--- src/rtl/irqv_pkg.sv ---
// Package: shared mode encoding for the interrupt dispatch unit.
// Assumes the encoding is consumed as a raw 2-bit code at the top ports.
package irqv_pkg;
    typedef enum logic [1:0] {
        MODE_COMPAT = 2'd0,
        MODE_VEC    = 2'd1,
        MODE_EXT    = 2'd2
    } irq_mode_e;
endpackage

--- src/rtl/irqv_mode_qual.sv ---
// Module: irqv_mode_qual
// Decides which dispatch mode the control fields select. Compatibility
// conditions dominate; then the external strap; then vectored if built in.
// Assumes ext_present is a static strap (no glitch handling needed).
module irqv_mode_qual #(
    parameter int SPC_W = 5
) (
    input  logic                vsel,
    input  logic                boot_vec,
    input  logic [SPC_W-1:0]    spacing,
    input  logic                vec_cap,
    input  logic                ext_present,
    output irqv_pkg::irq_mode_e mode
);
    import irqv_pkg::*;

    logic force_compat;

    // Any one of these holds the core in non-vectored dispatch.
    assign force_compat = !vsel || boot_vec || (spacing == '0);

    // Mode priority: forced compatibility, external, vectored, fallback.
    always_comb begin
        if (force_compat)      mode = MODE_COMPAT;
        else if (ext_present)  mode = MODE_EXT;
        else if (vec_cap)      mode = MODE_VEC;
        else                   mode = MODE_COMPAT;
    end
endmodule

--- src/rtl/irqv_prio_enc.sv ---
// Module: irqv_prio_enc
// Masks pending lines and picks the highest-numbered eligible one.
// Assumes line NUM_LINES-1 has the highest fixed priority.
module irqv_prio_enc #(
    parameter int NUM_LINES = 8,
    localparam int LINE_W   = $clog2(NUM_LINES)
) (
    input  logic [NUM_LINES-1:0] pend,
    input  logic [NUM_LINES-1:0] mask,
    output logic                 any,
    output logic [LINE_W-1:0]    line
);
    logic [NUM_LINES-1:0] elig;

    // One AND gate per line: eligible only if pending and enabled.
    for (genvar g = 0; g < NUM_LINES; g++) begin : g_elig
        assign elig[g] = pend[g] & mask[g];
    end

    // Scan upward so the highest eligible index is the one kept.
    always_comb begin
        line = '0;
        for (int i = 0; i < NUM_LINES; i++) begin
            if (elig[i]) line = LINE_W'(i);
        end
    end

    // Flag that at least one line qualified.
    assign any = |elig;
endmodule

--- src/rtl/irqv_offset_gen.sv ---
// Module: irqv_offset_gen
// Forms the fetch offset from the mode, the selected line and the spacing.
// Assumes the caller zeroes the line when nothing is eligible.
module irqv_offset_gen #(
    parameter int NUM_LINES  = 8,
    parameter int SPC_W      = 5,
    parameter int OFF_W      = 13,
    parameter int GEN_OFF    = 'h180,
    parameter int INT_OFF    = 'h200,
    parameter int SLOT_UNIT  = 32,
    localparam int LINE_W    = $clog2(NUM_LINES),
    localparam int SLOT_SH   = $clog2(SLOT_UNIT)
) (
    input  irqv_pkg::irq_mode_e mode,
    input  logic                vsel,
    input  logic [LINE_W-1:0]   line,
    input  logic [SPC_W-1:0]    spacing,
    output logic [OFF_W-1:0]    offset
);
    import irqv_pkg::*;

    logic [OFF_W-1:0] slot_bytes;
    logic [OFF_W-1:0] vec_off;

    // Handler slot size in bytes.
    assign slot_bytes = OFF_W'(spacing) << SLOT_SH;

    // Per-line vectored target relative to the exception base.
    assign vec_off = OFF_W'(INT_OFF) + OFF_W'(line) * slot_bytes;

    // Select the offset the active mode calls for.
    always_comb begin
        unique case (mode)
            MODE_VEC: offset = vec_off;
            MODE_EXT: offset = OFF_W'(INT_OFF);
            default:  offset = vsel ? OFF_W'(INT_OFF) : OFF_W'(GEN_OFF);
        endcase
    end
endmodule

--- src/rtl/irqv_dispatch.sv ---
// Module: irqv_dispatch (top)
// Qualifies the interrupt mode, prioritizes eligible lines, builds the
// exception offset and registers every result in one stage.
// Assumes synchronous active-low reset and a static external strap.
module irqv_dispatch #(
    parameter int NUM_LINES = 8,
    parameter int SPC_W     = 5,
    parameter int OFF_W     = 13,
    parameter int GEN_OFF   = 'h180,
    parameter int INT_OFF   = 'h200,
    parameter int SLOT_UNIT = 32,
    localparam int LINE_W   = $clog2(NUM_LINES),
    localparam int SLOT_SH  = $clog2(SLOT_UNIT)
) (
    input  logic                 clk,
    input  logic                 rst_n,
    input  logic [NUM_LINES-1:0] pend_i,
    input  logic [NUM_LINES-1:0] mask_i,
    input  logic                 vsel_i,
    input  logic                 boot_vec_i,
    input  logic [SPC_W-1:0]     spacing_i,
    input  logic                 vec_cap_i,
    input  logic                 ext_present_i,
    input  logic                 ext_req_i,
    output logic                 irq_o,
    output logic                 spurious_o,
    output logic [LINE_W-1:0]    line_o,
    output logic [1:0]           mode_o,
    output logic [OFF_W-1:0]     offset_o
);
    import irqv_pkg::*;

    irq_mode_e         mode_c;
    logic              any_c;
    logic [LINE_W-1:0] enc_line_c;
    logic [LINE_W-1:0] line_c;
    logic [OFF_W-1:0]  offset_c;
    logic              irq_c;
    logic              spur_c;

    irqv_mode_qual #(.SPC_W(SPC_W)) u_qual (
        .vsel        (vsel_i),
        .boot_vec    (boot_vec_i),
        .spacing     (spacing_i),
        .vec_cap     (vec_cap_i),
        .ext_present (ext_present_i),
        .mode        (mode_c)
    );

    irqv_prio_enc #(.NUM_LINES(NUM_LINES)) u_prio (
        .pend (pend_i),
        .mask (mask_i),
        .any  (any_c),
        .line (enc_line_c)
    );

    // External mode ignores the local encoder; idle requests report line 0.
    assign line_c = (mode_c == MODE_EXT || !any_c) ? '0 : enc_line_c;

    irqv_offset_gen #(
        .NUM_LINES (NUM_LINES),
        .SPC_W     (SPC_W),
        .OFF_W     (OFF_W),
        .GEN_OFF   (GEN_OFF),
        .INT_OFF   (INT_OFF),
        .SLOT_UNIT (SLOT_UNIT)
    ) u_off (
        .mode    (mode_c),
        .vsel    (vsel_i),
        .line    (line_c),
        .spacing (spacing_i),
        .offset  (offset_c)
    );

    // Request and spurious flags; the external path bypasses masking.
    always_comb begin
        if (mode_c == MODE_EXT) begin
            irq_c  = ext_req_i;
            spur_c = 1'b0;
        end else begin
            irq_c  = any_c;
            spur_c = !any_c;
        end
    end

    // Single output register so all results describe the same inputs.
    always_ff @(posedge clk) begin
        if (!rst_n) begin
            irq_o      <= 1'b0;
            spurious_o <= 1'b0;
            line_o     <= '0;
            mode_o     <= MODE_COMPAT;
            offset_o   <= OFF_W'(GEN_OFF);
        end else begin
            irq_o      <= irq_c;
            spurious_o <= spur_c;
            line_o     <= line_c;
            mode_o     <= mode_c;
            offset_o   <= offset_c;
        end
    end

    AST_RESET_VALUES: assert property (@(posedge clk)
        !rst_n |=> (mode_o == 2'd0 && !irq_o && !spurious_o && line_o == '0
                    && offset_o == OFF_W'(GEN_OFF)));

    AST_COMPAT_FORCED: assert property (@(posedge clk) disable iff (!rst_n)
        (!vsel_i || boot_vec_i || spacing_i == '0) |=> (mode_o == 2'd0));

    AST_GENERAL_OFFSET: assert property (@(posedge clk) disable iff (!rst_n)
        !vsel_i |=> (offset_o == OFF_W'(GEN_OFF)));

    AST_VEC_ENTRY: assert property (@(posedge clk) disable iff (!rst_n)
        (vec_cap_i && !ext_present_i && spacing_i != '0 && vsel_i && !boot_vec_i)
        |=> (mode_o == 2'd1));

    AST_VEC_SLOT: assert property (@(posedge clk) disable iff (!rst_n)
        (mode_o == 2'd1 && irq_o) |->
        (offset_o == OFF_W'(INT_OFF)
            + OFF_W'(line_o) * (OFF_W'($past(spacing_i)) << SLOT_SH)));

    AST_EXT_FOLLOWS: assert property (@(posedge clk) disable iff (!rst_n)
        (ext_present_i && vsel_i && !boot_vec_i && spacing_i != '0)
        |=> (mode_o == 2'd2 && irq_o == $past(ext_req_i) && !spurious_o));

    AST_LINE_ELIGIBLE: assert property (@(posedge clk) disable iff (!rst_n)
        (irq_o && mode_o != 2'd2) |->
        (($past(pend_i) & $past(mask_i)) >> line_o) == NUM_LINES'(1));

    AST_FLAGS_EXCLUSIVE: assert property (@(posedge clk) disable iff (!rst_n)
        !(irq_o && spurious_o));

    AST_NOCAP_COMPAT: assert property (@(posedge clk) disable iff (!rst_n)
        (!vec_cap_i && !ext_present_i) |=> (mode_o == 2'd0));
endmodule

--- config.mk ---
export PLATFORM = sky130hd
export DESIGN_NAME = irqv_dispatch
export DESIGN_NICKNAME = d
export VERILOG_FILES = /design/src/rtl/irqv_pkg.sv /design/src/rtl/irqv_mode_qual.sv /design/src/rtl/irqv_prio_enc.sv /design/src/rtl/irqv_offset_gen.sv /design/src/rtl/irqv_dispatch.sv
export SDC_FILE = /design/constraint.sdc
export NUM_CORES = 1
export LEC_CHECK = 0
export BUFFER_PORTS_ARGS = -buffer_cell sky130_fd_sc_hd__buf_4
export CAP_MARGIN = 20
export CORE_MARGIN = 3
export CORE_UTILIZATION = 40
export CTS_BUF_LIST = sky130_fd_sc_hd__clkbuf_16
export DETAILED_ROUTE_END_ITERATION = 7
export GPL_ROUTABILITY_DRIVEN = 0
export HOLD_SLACK_MARGIN = 0.03
export PLACE_DENSITY = 0.79
export SETUP_SLACK_MARGIN = 0.1
export SKIP_LAST_GASP = 1
export SYNTH_ARGS = -nofsm -noshare
export SYNTH_HDL_FRONTEND = slang
export SYNTH_SLANG_ARGS = --single-unit
--- constraint.sdc ---
create_clock -name clk -period 4.4 [get_ports clk]
set_input_delay 0.44 -clock clk [delete_from_list [all_inputs] [get_ports clk]]
set_output_delay 0.44 -clock clk [all_outputs]
set_load 0.01 [all_outputs]
# Word-level counts from Yosys, hierarchy flattened

Index checks and enable logic that the tools add are counted.

Register bits after elaboration: 20
Input port bits: 28
Output and inout port bits: 20
Word-level logic and storage cells: 40

Add/sub/neg operators: 1
Multipliers: 1
Equal/unequal tests: 2
Multiplexer cells: 14
Bitwise gates (word level): 9
Reductions and logical operators: 8

Operators by type and width:

| kind                     | count |
|---|---|
| $pmux W13 S2             | 1 |
| $mux W3                  | 5 |
| $add A10 B13 Y13 const A | 1 |
| $mux W10                 | 1 |
| $and A1 B1 Y1            | 8 |
| $mul A3 B5 Y8            | 1 |
| $mux W2                  | 4 |
| $reduce_or A8 Y1         | 1 |
| $logic_not A5 Y1         | 1 |
| $logic_or A1 B1 Y1       | 3 |
| $mux W1                  | 3 |
| $eq A2 B1 Y1 const B     | 1 |
| $eq A2 B2 Y1 const B     | 1 |
| $logic_not A1 Y1         | 2 |
| $reduce_or A2 Y1         | 1 |
| $not A1 Y1               | 1 |

# Logic depth before layout (Yosys ltp)

Depth in word-level cells: 12
Depth in mapped cells: 19
Depth with buffers taken out: 19

# Cells and area by module

Synthesis repeated with hierarchy kept, for this count alone.

Cells, all modules: 146
Area total of the unflattened synthesis: 1305.0 sq um

By module, submodules not included:

| module          | times used | cells each | area an instance (sq um) |
|---|---|---|---|
| irqv_dispatch   | 1          | 52         | 619.3 |
| irqv_offset_gen | 1          | 73         | 540.5 |
| irqv_prio_enc   | 1          | 15         | 91.3 |
| irqv_mode_qual  | 1          | 6          | 53.8 |

# Worst setup path before layout

Ideal clock, no wire load.

Path kind: input to register
Start: input spacing_i[0]
End: register offset_o[11]
Setup time: 0.115 ns
Arrival: 3.762 ns
Data required time: 4.285 ns
Path slack: 0.524 ns
Stages: 19
Buffers on the path: 0
Cells stage by stage: or4_1 -> nor2_1 -> nor3b_1 -> nand2_1 -> inv_1 -> ha_1 -> a21oi_1 -> nand3_1 -> fa_1 -> inv_1 -> ha_1 -> a21oi_1 -> inv_1 -> a21oi_1 -> xnor2_1 -> ha_1 -> xnor2_1 -> xnor2_1 -> nor2_1

Word-level cells in the longest chain between the ends: 9
Elaborated cells between the ends (all ways): 10
Those cells by class: add/sub: 1; mul: 1; eq/ne: 2; mux: 3; reduce/logical: 3

RTL lines:

| element              | line                                       | source |
|---|---|---|
| start, declared      | irqv_dispatch.sv:21                        | `input logic [SPC_W-1:0] spacing_i,` |
| $logic_not A5 Y1 *   | irqv_mode_qual.sv:20                       | `assign force_compat = !vsel \|\| boot_vec \|\| (spacing == '0);` |
| $logic_or A1 B1 Y1 * | irqv_mode_qual.sv:20                       |  |
| $mux W2 *            | irqv_mode_qual.sv:24                       | `if (force_compat) mode = MODE_COMPAT;` |
| named net mode_c[1]  | irqv_dispatch.sv:33                        | `irq_mode_e mode_c;` |
| $eq A2 B2 Y1         | irqv_offset_gen.sv:33, irqv_dispatch.sv:58 |  |
| $logic_or A1 B1 Y1   | irqv_dispatch.sv:58                        | `assign line_c = (mode_c == MODE_EXT \|\| !any_c) ? '0 : enc_line_c;` |
| $mux W3              | irqv_dispatch.sv:58                        |  |
| $mul A3 B5 Y8        | irqv_offset_gen.sv:29                      | `assign vec_off = OFF_W'(INT_OFF) + OFF_W'(line) * slot_bytes;` |
| $add A10 B13 Y13     | irqv_offset_gen.sv:29                      |  |
| $pmux W13 S2 *       | irqv_offset_gen.sv:33                      | `unique case (mode)` |
| end signal, assigned | irqv_dispatch.sv:93                        | `offset_o <= OFF_W'(GEN_OFF);` |
| end signal, assigned | irqv_dispatch.sv:99                        | `offset_o <= offset_c;` |
| end, declared        | irqv_dispatch.sv:29                        | `output logic [OFF_W-1:0] offset_o` |

Mark *: on every way through the listed nets, which the timed path passes. The rest lies on a longest branch.
A chain may end at the register's enable or synchronous reset.

# Worst setup path in the final report

Same ends and word-level chain as after synthesis.

==> run_results.csv <==
group,metric,value,unit
detailed_routing,vias,1065,
detailed_routing,avgRoutedWirePerCell,13.61,µm
worst_setup_path,crit_path_end_kind,"flip-flop",
grt,grt_pass1_wl,4409,µm
worst_setup_path,start_kind,"input pin",
cells_and_area,final_cell_count_no_fill,203,
clock_tree,cts_hold_buf,0,
sta,finalHoldViolCount,0,
min_path,hold_path.class,"input pin to flip-flop",
grt,grt_overflow_total,0,
floorplanning,die_x,58.11,µm
sta,fmax,246.8,MHz
clock_tree,cts_buffer_depth,2,
detailed_routing,vias_per_cell,5.246,
placed_design,io_buffers,42,
cells_and_area,final_cell_mix,"buf_4 (45), nand2_1 (15), inv_1 (15), dfxtp_1 (15), ha_1 (10)",
yosys,syn_avg_cell_area,8.485,µm²
cells_and_area,fin_nets,216,
detailed_routing,drtIter0Drc,23,
cells_and_area,final_common_cell,"buf_4",
clock_tree,cts-root-buf,"clkbuf_16",
placed_design,dp_hpwl,2141,µm
sta,max_slew.worst_pin.slew,0.5010,ns
detailed_routing,drc,0,
flow_run,cap_violations,0,
grt,grt_antenna_before_repair,0,
worst_setup_path,cp-startpoint,"spacing_i[0]",
floorplanning,die_h,58.11,µm
yosys,yosys.area.top_type,"dfxtp_1",
cells_and_area,design_area,1540,µm²
yosys,ys_types,34,
yosys,synth_seq_area_share,0.2765,
worst_setup_path,cp.required,4.54,ns
clock_tree,htreeDepth,1,
floorplanning,rows,18,
yosys,synth_area_leaders,"dfxtp_1 (28%), ha_1 (12%), fa_1 (7.4%)",
detailed_routing,drt-pass1-iter-count,4,
sta,rsz0062_at_grt,"no",
floorplanning,core,2522,µm²
yosys,ys_warn_count,0,
clock_tree,cts-buffers-inserted,3,
pwr,power.leakage,0.0008238,µW
yosys,synth-main-ff-cell,"dfxtp_1",
worst_setup_path,worstSetupPathType,"input pin to flip-flop",
sta,hold-worst-slack,0.4474,ns
clock_tree,clock_sinks,15,
cells_and_area,fill_cells,214,
placed_design,dp.cells,198,
clock_tree,cts_tree,"yes",
min_path,min_from,"ext_present_i",
yosys,synth_edf_count,0,
yosys,synth_area,1086,µm²
floorplanning,initial_core_util,0.4306,
cells_and_area,drive_above_1_share,0.3121,
detailed_routing,detail-route-antenna-nets,0,
floorplanning,io_pins,48,
placed_design,post_dp_cell_area,1419,µm²
sta,min_period,4.052,ns
yosys,ys_seq_elements,15,
clock_tree,path_clk_slew,0.05,ns
sta,setup_viol,0,
yosys,yosys.area.top_type_share,0.2765,
cells_and_area,seq_area,300.3,µm²
grt,grt_usage,0.1682,
pwr,power.density,324.6,nW/µm²
sta,drv_slew,0,
grt,grt_pass1_vias,1020,
yosys,synthArstFlopShare,0,
placed_design,place_ws,-0.04380,ns
yosys,synthCells,128,
status,status,"finished, final reports clean",
cells_and_area,diodes,0,
pwr,peakVddDrop,0.3079,mV
floorplanning,dieArea,3376,µm²
cells_and_area,multi_input_area,733.2,µm²
worst_setup_path,arrival,4.19,ns
worst_setup_path,cp_max_fo,6,
grt,grt_max_degree,13,
sta,maxSlewHeadroom,0.6660,
sta,finalCritPeriodShare,0.9208,
detailed_routing,wirelength,2762,µm
sta,finalWorstSetupSlack,0.3485,ns
cells_and_area,synthToLayoutAreaGrowth,41.82,%
[cells by family (layout without fill, tap and decap cells)]
group | count (synthesis) | after routing | share of synthesized area
AOI/OAI and AO/OA | 21 | 21 | 0.1302
and+or+nand+nor | 48 | 48 | 0.2488
xor gates and xnor gates | 6 | 6 | 0.04840
buffers and inverters | 22 | 63 | 0.09447
adders and majority gates | 14 | 14 | 0.1889
muxes | 1 | 1 | 0.009217
other | 1 | 5 | 0.003453
DFF | 15 | 15 | 0.2765
[report_power, final]
group          switching, µW  internal (µW)  total [µW]
combinational           95.1           90.1         185
sequential              1.48            142         144
clock                   50.9            120         171
[worst max-delay path, stage by stage]
cell and delay (ns):
buf_4 0.13, or4_1 0.54, nor2_1 0.10, nor3b_1 0.08, nand2_1 0.09, inv_1 0.05, ha_1 0.29, a21oi_4 0.23
nand2_1 0.12, fa_1 0.58, inv_1 0.07, ha_1 0.29, a21oi_1 0.26, inv_1 0.07, a21oi_1 0.18, xnor2_1 0.10
ha_1 0.22, xnor2_1 0.17, xnor2_1 0.13, nor2_1 0.05
[flip-flops by register name, summed over array words and instances (netlist names)]
register / count
irq_o: 1
offset_o: 8
spurious_o: 1
line_o: 3
mode_o: 2
[routing by layer]
metal / wire [µm] / global-route usage
met5: 0 / 0
met4: 45 / 0.06954
met3: 197 / 0.02673
met2: 1444 / 0.3177
met1: 1075 / 0.1834
[area by class of cell]
cell class / instances / area share
flip-flops and latches: 15 / 0.1950
well taps: 30 / 0.02437
inverters: 14 / 0.03412
clock inverters: 1 / 0.002437
repair buffers: 45 / 0.2193
clock buffers: 3 / 0.04874
multi-input cells: 95 / 0.4760
[final timing paths]
kind	to	slack (ns)	cells past startpoint
setup / recovery	offset_o[11]	0.35	20
hold / removal	mode_o[1]	0.45	2
[stage by stage]
step	utilization	TNS [ns]	total power (µW)
5_1_grt	0.6106	0	529.9
6_report	0.6106	0	499.9
2_1_floorplan	-	0	258.8
3_3_place_gp	0.5625	0	303.4
4_1_cts	0.5938	0	486.2
3_5_place_dp	0.5625	-0.05607	312.8
[synth_stat cells (2+ instances only)]
library cell / instances
xor2_1: 3
nor2_1: 4
o21ai_0: 2
clkbuf_1: 2
a22oi_1: 2
nand3b_1: 2
and2_1: 9
a21oi_1: 7
inv_1: 14
fa_1: 4
nand3_1: 3
dfxtp_1: 15
ha_1: 10
a22o_1: 2
a21o_1: 3
and3_1: 7
xnor2_1: 3
buf_4: 5
nor3b_1: 2
nand2_1: 15
[repair_timing]
action	in CTS	in global routing
setup buffers	0	1
endpoints found under the setup margin	0	3
gates resized for setup	0	7
(Power assumes the default switching activity.)
